[src/rtl/ste_pkg.sv]
package ste_pkg;
  localparam int BLK_W = 128;
  localparam int KEY_W = 256;

  typedef enum logic [2:0] {
    ST_BOOT,
    ST_ISSUE,
    ST_WAIT,
    ST_OPER,
    ST_LOCK
  } ste_state_e;

  localparam logic [1:0] STS_TESTING = 2'b01;
  localparam logic [1:0] STS_PASSED  = 2'b10;
  localparam logic [1:0] STS_FAILED  = 2'b11;

  localparam logic [KEY_W-1:0] KAT_KEY =
    256'h000102030405060708090a0b0c0d0e0f101112131415161718191a1b1c1d1e1f;
  localparam logic [BLK_W-1:0] KAT_PLAIN  = 128'h00112233445566778899aabbccddeeff;
  localparam logic [BLK_W-1:0] KAT_CIPHER = 128'h8ea2b7ca516745bfeafc49904b496089;
endpackage

[src/rtl/ste_kat_rom.sv]
module ste_kat_rom
  import ste_pkg::*;
#(
  parameter int IDX_W = 1
) (
  input  logic [IDX_W-1:0] idx_i,
  output logic             decrypt_o,
  output logic [BLK_W-1:0] block_o,
  output logic [BLK_W-1:0] expect_o
);
  // Even slots encrypt, odd slots decrypt: encryption always precedes.
  always_comb begin
    decrypt_o = idx_i[0];
    if (idx_i[0]) begin
      block_o  = KAT_CIPHER;
      expect_o = KAT_PLAIN;
    end else begin
      block_o  = KAT_PLAIN;
      expect_o = KAT_CIPHER;
    end
  end
endmodule

[src/rtl/ste_result_cmp.sv]
module ste_result_cmp
  import ste_pkg::*;
(
  input  logic [BLK_W-1:0] result_i,
  input  logic [BLK_W-1:0] expect_i,
  output logic             match_o
);
  logic [BLK_W-1:0] diff;
  always_comb begin
    diff    = result_i ^ expect_i;
    match_o = (diff == '0);
  end
endmodule

[src/rtl/ste_gate_ctrl.sv]
module ste_gate_ctrl
  import ste_pkg::*;
#(
  parameter int NUM_TESTS = 2
) (
  input  logic             clk,
  input  logic             rst_n,
  output logic             kat_start_o,
  output logic             kat_decrypt_o,
  output logic [KEY_W-1:0] kat_key_o,
  output logic [BLK_W-1:0] kat_block_o,
  input  logic             core_done_i,
  input  logic [BLK_W-1:0] core_result_i,
  output logic             avail_o,
  output logic [1:0]       status_o,
  output logic             din_en_o,
  output logic             dout_en_o
);
  localparam int IDX_W = (NUM_TESTS > 1) ? $clog2(NUM_TESTS) : 1;
  localparam logic [IDX_W-1:0] LAST_IDX = IDX_W'(NUM_TESTS - 1);

  ste_state_e       state_q, state_d;
  logic [IDX_W-1:0] idx_q, idx_d;
  logic             avail_q, avail_d;
  logic [1:0]       sts_q, sts_d;
  logic [BLK_W-1:0] expect_w;
  logic             match_w;

  ste_kat_rom #(.IDX_W(IDX_W)) u_rom (
    .idx_i     (idx_q),
    .decrypt_o (kat_decrypt_o),
    .block_o   (kat_block_o),
    .expect_o  (expect_w)
  );

  ste_result_cmp u_cmp (
    .result_i (core_result_i),
    .expect_i (expect_w),
    .match_o  (match_w)
  );

  // Next-state logic
  always_comb begin
    state_d = state_q;
    idx_d   = idx_q;
    unique case (state_q)
      ST_BOOT: begin
        idx_d   = '0;
        state_d = ST_ISSUE;
      end
      ST_ISSUE: state_d = ST_WAIT;
      ST_WAIT: begin
        if (core_done_i) begin
          if (!match_w)              state_d = ST_LOCK;
          else if (idx_q == LAST_IDX) state_d = ST_OPER;
          else begin
            idx_d   = idx_q + 1'b1;
            state_d = ST_ISSUE;
          end
        end
      end
      ST_OPER: state_d = ST_OPER;
      ST_LOCK: state_d = ST_LOCK;
      default: state_d = ST_LOCK;
    endcase
  end

  always_comb begin
    avail_d = (state_d == ST_OPER);
    if (state_d == ST_OPER)      sts_d = STS_PASSED;
    else if (state_d == ST_LOCK) sts_d = STS_FAILED;
    else                         sts_d = STS_TESTING;
  end

  // Registers
  always_ff @(posedge clk or negedge rst_n) begin
    if (!rst_n) begin
      state_q <= ST_BOOT;
      idx_q   <= '0;
      avail_q <= 1'b0;
      sts_q   <= STS_TESTING;
    end else begin
      state_q <= state_d;
      idx_q   <= idx_d;
      avail_q <= avail_d;
      sts_q   <= sts_d;
    end
  end

  assign kat_start_o = (state_q == ST_ISSUE);
  assign kat_key_o   = KAT_KEY;
  assign avail_o     = avail_q;
  assign status_o    = sts_q;
  assign din_en_o    = avail_q;
  assign dout_en_o   = avail_q;

  // Gates open only in the passed state
  p_gate_passed_r9: assert property (@(posedge clk) disable iff (!rst_n)
    (din_en_o || dout_en_o) |-> (status_o == STS_PASSED));

  // Lock holds until reset
  p_lock_sticky_r7: assert property (@(posedge clk) disable iff (!rst_n)
    (status_o == STS_FAILED) |=> (status_o == STS_FAILED) && !avail_o);

  // Start is a single-cycle pulse
  p_start_pulse_r10: assert property (@(posedge clk) disable iff (!rst_n)
    kat_start_o |=> !kat_start_o);

  // Availability only follows an accepted decryption answer
  p_avail_after_dec_r4: assert property (@(posedge clk) disable iff (!rst_n)
    $rose(avail_o) |-> $past(core_done_i && kat_decrypt_o));

  // Passed state never leaves without reset
  p_oper_stays_r11: assert property (@(posedge clk) disable iff (!rst_n)
    (status_o == STS_PASSED) |=> (status_o == STS_PASSED) && avail_o);
endmodule

[config.mk]
export PLATFORM = sky130hd
export DESIGN_NAME = ste_gate_ctrl
export DESIGN_NICKNAME = d
export VERILOG_FILES = /design/src/rtl/ste_pkg.sv /design/src/rtl/ste_kat_rom.sv /design/src/rtl/ste_result_cmp.sv /design/src/rtl/ste_gate_ctrl.sv
export SDC_FILE = /design/constraint.sdc
export NUM_CORES = 1
export LEC_CHECK = 0
export BUFFER_PORTS_ARGS = -buffer_cell sky130_fd_sc_hd__clkbuf_2
export CORE_AREA = 2 2 205 207
export CTS_CLUSTER_SIZE = 25
export DETAILED_ROUTE_END_ITERATION = 16
export DIE_AREA = 0 0 207 209
export PLACE_DENSITY_LB_ADDON = 0.3
export SETUP_SLACK_MARGIN = 0.02
export SLEW_MARGIN = 20
export SYNTH_ARGS = -nofsm -noshare
export SYNTH_HDL_FRONTEND = slang
export SYNTH_HIERARCHICAL = 1
export SYNTH_SLANG_ARGS = --single-unit
[constraint.sdc]
create_clock -name clk -period 12.5 [get_ports clk]
set_clock_uncertainty 0.15 [all_clocks]
set_input_delay 0 -clock clk [delete_from_list [all_inputs] [get_ports clk]]
set_output_delay 0 -clock clk [all_outputs]
set_load 0.02 [all_outputs]
## Yosys cells after proc, flatten, opt, wreduce, memory -nomap -nowiden

Cells that the tools add are included.

- $add $sub $neg: 1
- Eq/ne operators: 7
- Muxes and demuxes: 12
- Bitwise logic cells: 1
- Reductions and logical operators: 4

Operator list:

| operator | count |
|---|---|
| 128-bit 2-to-1 mux | 2 |
| 128-bit logical NOT | 1 |
| 128-bit bitwise XOR | 1 |
| 3-bit case mux with 4 select lines | 1 |
| 3-bit by 2-bit equality test with 1-bit output (second input constant) | 3 |
| 2-bit 2-to-1 mux | 3 |
| 3-bit 2-to-1 mux | 2 |
| 2-bit inequality test (second input constant) | 2 |
| 3-bit by 1-bit equality test with 1-bit output (second input constant) | 1 |
| 3-bit equality test (second input constant) | 1 |
| 3-bit logical NOT | 1 |
| 1-bit 2-to-1 mux | 3 |
| 3-bit AND reduction | 1 |
| 1-bit case mux with 2 select lines | 1 |
| 2-bit nonzero test | 1 |
| 1-bit adder (second input constant) | 1 |

- Register bits after elaboration: 7
- Input port bits: 131
- Output and inout bits: 391
- Word-level logic and storage cells: 29

## Longest topological paths before layout

- Word-level depth: 9
- Mapped depth: 10
- Depth with buffers taken out: 9

## By module

Netlist, hierarchy kept.

By module, submodules not included:

| module | times used | cells an instance | area each (µm²) | seq. area each (µm²) |
|---|---|---|---|---|
| ste_gate_ctrl | 1 | 287 | 2237.1 | 176.4 |
| ste_kat_rom | 1 | 259 | 1933.1 | 0.0 |
| ste_result_cmp | 1 | 171 | 1393.8 | 0.0 |

## Worst setup path before layout

No wires, ideal clock.

- Path type: register to register
- Start point: reg idx_q
- End point: reg sts_q[0], in the netlist status_o[0]
- Setup time: 0.077 ns
- Arrival: 4.063 ns
- Data required time: 12.273 ns
- Slack: 8.210 ns
- Stages on the path, launching flop included: 11
- Buffers on the path: 1
- Clock period less this slack: 4.290 ns
- Cell sequence: dfrtp_1 -> inv_1 -> buf_4 -> xnor2_1 -> nand4_1 -> nor4_1 -> nand4_1 -> nor2_1 -> a31oi_1 -> nor3b_2 -> inv_2

- Word-level cells in the longest chain between the ends: 8
- Elaborated cells between the ends (all ways): 9
- Those cells by class: eq/ne (1); mux (6); bitwise (1); reduce/logical (1)

Ends and longest elaborated chain:

| item | line | text |
|---|---|---|
| start: declaration | ste_gate_ctrl.sv:23 | `logic [IDX_W-1:0] idx_q, idx_d;` |
| start signal: assignment | ste_gate_ctrl.sv:84 | `idx_q <= idx_d;` |
| 128-bit 2-to-1 mux | ste_kat_rom.sv:14 | `if (idx_i[0]) begin` |
| via expect_w[85] | ste_gate_ctrl.sv:26 | `logic [BLK_W-1:0] expect_w;` |
| 128-bit bitwise XOR | ste_result_cmp.sv:10 | `diff = result_i ^ expect_i;` |
| 128-bit logical NOT | ste_result_cmp.sv:11 | `match_o = (diff == '0);` |
| via match_w | ste_gate_ctrl.sv:27 | `logic match_w;` |
| 3-bit 2-to-1 mux | ste_gate_ctrl.sv:54 | `if (!match_w) state_d = ST_LOCK;` |
| 3-bit 2-to-1 mux | ste_gate_ctrl.sv:53 | `if (core_done_i) begin` |
| 3-bit case mux with 4 select lines | ste_gate_ctrl.sv:46 | `unique case (state_q)` |
| 3-bit by 2-bit equality test with 1-bit output | -- |  |
| via avail_d | ste_gate_ctrl.sv:24 | `logic avail_q, avail_d;` |
| 2-bit 2-to-1 mux | ste_gate_ctrl.sv:70 | `if (state_d == ST_OPER) sts_d = STS_PASSED;` |
| via sts_d[0] | ste_gate_ctrl.sv:25 | `logic [1:0] sts_q, sts_d;` |
| end signal: assignment | ste_gate_ctrl.sv:86 | `sts_q <= sts_d;` |
| end: declaration | ste_gate_ctrl.sv:25 |  |

The timed path passes the listed nets, and every way through them passes these cells.
A chain may end at the register's enable or synchronous reset.

## Worst setup path after layout

- Start point: reg idx_q
- End point: reg sts_q[0], in the netlist status_o[0]

- Word-level cells in the longest chain between the ends: 8
- Elaborated cells between the ends (all ways): 9
- Those cells by class: eq/ne (1); mux (6); bitwise (1); reduce/logical (1)

Ends and longest elaborated chain:

| item | line |
|---|---|
| 128-bit 2-to-1 mux | ste_kat_rom.sv:14 |
| 128-bit bitwise XOR | ste_result_cmp.sv:10 |
| 128-bit logical NOT | ste_result_cmp.sv:11 |
| via match_w | ste_gate_ctrl.sv:27 |
| 3-bit 2-to-1 mux | ste_gate_ctrl.sv:54 |
| 3-bit 2-to-1 mux | ste_gate_ctrl.sv:53 |
| 3-bit case mux with 4 select lines | ste_gate_ctrl.sv:46 |
| 3-bit by 2-bit equality test with 1-bit output | -- |
| via avail_d | ste_gate_ctrl.sv:24 |
| 2-bit 2-to-1 mux | ste_gate_ctrl.sv:70 |
| via sts_d[0] | ste_gate_ctrl.sv:25 |

The timed path passes the listed nets, and every way through them passes these cells.

==> results.py <==
metrics = {
    "outcome": {
        "outcome": "completed",
    },
    "power_and_ir_drop": {
        "combPwrFrac": 0.653,
        "p_seq_frac": 0.129,
        "p_int_mw": 0.111,
        "p_leak_nw": 2.56,
        "sw_frac_of_total": 0.552,
        "powerDensity_nw_per_um2": 50.0,
        "clkPwrFrac": 0.219,
        "p_sw_mw": 0.137,
        "peakVddDrop_mv": 0.0302,
    },
    "sta": {
        "slew_violations": 0,
        "slew-limit-headroom": 0.503,
        "finalCritPeriodShare": 0.344,
        "finalSetupViolations": 0,
        "max_freq_ghz": 0.233,
        "hold_ws_ns": 0.00821,
        "rsz0062_at_grt": "no",
        "worstMarginPinSlew_ns": 0.746,
        "setup_tns_ns": 0,
        "hold_viol": 0,
        "finalCriticalPeriod_ns": 4.29,
    },
    "cells_and_area": {
        "areaGrowthSynthToFinish_pct": -11.1,
        "fin_util": 0.120,
        "regArea_sq_um": 180,
        "stdcell_count": 1334,
        "multi_input_area_sq_um": 2950,
        "diodes": 0,
        "layout.nets": 927,
        "n_fill_cell": 4824,
        "design_area_sq_um": 4950,
        "drive_gt1_frac": 0.268,
    },
    "clock_tree": {
        "clkLatencyLatePin_ns": 0.23,
        "cts-root-buf": "clkbuf_16",
        "cts.clk_slew.worst_paths_ns": 0.04,
        "hold_buffers": 2,
        "h-tree-depth": 1,
        "cts_tree": "built",
        "ctsLongestPathBuffers": 2,
        "postCtsSetupBuffers": 0,
        "clock-sinks": 7,
        "cts_resized": 0,
        "cts_buffers": 3,
    },
    "route": {
        "initialDrtViolationCount": 38,
        "vias_per_cell": 2.29,
        "num_vias": 3057,
        "ant_nets": 0,
        "route.detailed.drc": 0,
        "firstDrtPassIters": 3,
        "wl_per_cell_um": 8.24,
        "totalWireLength_mm": 11.0,
    },
    "yosys": {
        "netlist_area_sq_um": 5560,
        "synth_cell_types": 22,
        "syn_inst": 717,
        "ys_warn_count": 6,
        "yosysSeqAreaShare": 0.0317,
        "ys_seq_elements": 7,
        "synth.avg_cell_area_sq_um": 7.76,
    },
    "placement": {
        "io_buffers": 200,
        "dpl_cell_area_sq_um": 4850,
        "dp_cells": 1328,
        "place.gp.congestion": 0.719,
        "hpwl_mm": 10.0,
    },
    "min_path": {
        "holdCritPathClass": "input pin to asynchronous set/reset pin",
    },
    "floorplanning": {
        "initial_core_util": 0.135,
        "die_x_um": 207,
        "io-pin-count": 522,
        "dieHeight_um": 209,
        "coreArea_sq_um": 41300,
        "row_count": 75,
        "die_area_sq_um": 43300,
    },
    "global_routing": {
        "antenna_found_initial": 0,
        "grt_pass1_vias": 2359,
        "grt_use_total": 0.0440,
        "grt_pass1_wl_mm": 14.2,
        "grt_overflow": 0,
        "grt_max_degree": 45,
    },
    "setup_path": {
        "crit_type": "flop to flop",
        "critPathCaptureType": "flop",
        "required_ns": 12.51,
        "start_kind": "flop",
        "arrival_ns": 4.30,
        "worstPathMaxFanout": 44,
    },
    "run": {
        "cap_violations": 0,
    },
}
## cell type report
type	instances	area share
Tap cell	539	0.136
Multi-Input combinational cell	575	0.596
Timing Repair Buffer	206	0.212
Inverter	3	0.00253
Sequential cell	7	0.0364
Clock buffer	4	0.0159
## kinds of logic after synthesis
group           synth area share
compound gates           0.00967
other cells              0.00270
xor+xnor                   0.201
simple gates              0.0589
flops                     0.0317
buf+inv                    0.696
## per-layer routing
| layer | share of wire | GRT usage | vias to the layer above |
|---|---|---|---|
| li1 | - | - | 1500 |
| met1 | 0.35 | 0.0493 | 1290 |
| met2 | 0.54 | 0.0847 | 261 |
| met3 | 0.10 | 0.00932 | 6 |
| met4 | 0.011 | 0.00911 | 0 |
| met5 | 0 | 0 | - |
## cells in the mapped netlist
library cell	number	area (sq um)
buf_4	514	3860
xnor2_1	128	1120
nand4_1	34	213
nor4_1	7	43.8
dfrtp_1	6	150
nor2_1	5	18.8
conb_1	4	15.0
a21oi_1	2	10.0
a31oi_1	2	12.5
inv_1	2	7.51
nor2b_1	2	12.5
a211oi_1	1	7.51
a21bo_1	1	10.0
a31o_1	1	8.76
and2_1	1	6.26
dfstp_2	1	26.3
inv_2	1	3.75
nand2_1	1	3.75
nor3_1	1	5.00
nor3b_2	1	12.5
nor4_2	1	12.5
o21ai_0	1	5.00
## cell usage in the layout, fill, tap and decap left out
master         count
a31o_1             1
o21ai_0            1
a21bo_1            1
inv_1              1
a31oi_1            2
inv_2              1
a21oi_1            2
conb_1           386
nor3b_2            1
a211oi_1           1
clkbuf_1           1
nand2_1            1
clkinv_2           1
nor2b_1            2
nor4_1             7
dlygate4sd3_1      2
clkbuf_2         200
nand4_1           34
dfrtp_1            5
xnor2_1          128
nor2_1             5
clkbuf_16          3
nor3_1             1
nor4_2             1
and2_1             1
dfstp_2            1
buf_4              4
dfrtp_4            1
## through the flow
step / setup slack [ns] / power (mW)
2_1_floorplan: 8.21 / 0.248
3_3_place_gp: 7.72 / 0.192
3_5_place_dp: 7.73 / 0.193
4_1_cts: 7.72 / 0.248
5_1_grt: 7.59 / 0.264
6_report: 8.21 / 0.248
## sequential cells by signal, summed over array words and instances, names as in the netlist
signal	count
avail_o	1
state_q	3
idx_q	1
status_o	2
## power groups by stage
stage | registers (mW) | clock network (mW) | logic (mW)
5_1_grt | 0.0323 | 0.0564 | 0.175
6_report | 0.0318 | 0.0541 | 0.162
3_5_place_dp | 0.0321 | 0 | 0.161
4_1_cts | 0.0318 | 0.0545 | 0.161
3_3_place_gp | 0.0320 | 0 | 0.160
2_1_floorplan | 0.0323 | 0 | 0.216
## worst paths after layout
path | from | slack, ns | to | cells after the start
max in group asynchronous | rst_n | 11.95 | status_o[0] | 2
min in group clk | core_result_i[50] | 0.32 | state_q[0] | 8
worst min-delay path | rst_n | 0.008 | state_q[1] | 2
worst max-delay path | idx_q | 8.21 | status_o[0] | 10
worst min register to register | state_q[2] | 0.44 | state_q[1] | 1
worst max register to register | idx_q | 8.21 | status_o[0] | 10
## critical path, cell delays in order (launching register included)
cell      delay [ns]
dfrtp_4         0.90
clkinv_2        0.66
buf_4           0.49
xnor2_1         0.23
nand4_1         0.19
nor4_1          0.47
nand4_1         0.23
nor2_1          0.40
a31oi_1         0.17
nor3b_2         0.23
inv_2           0.04
(Power assumes the default switching activity.)
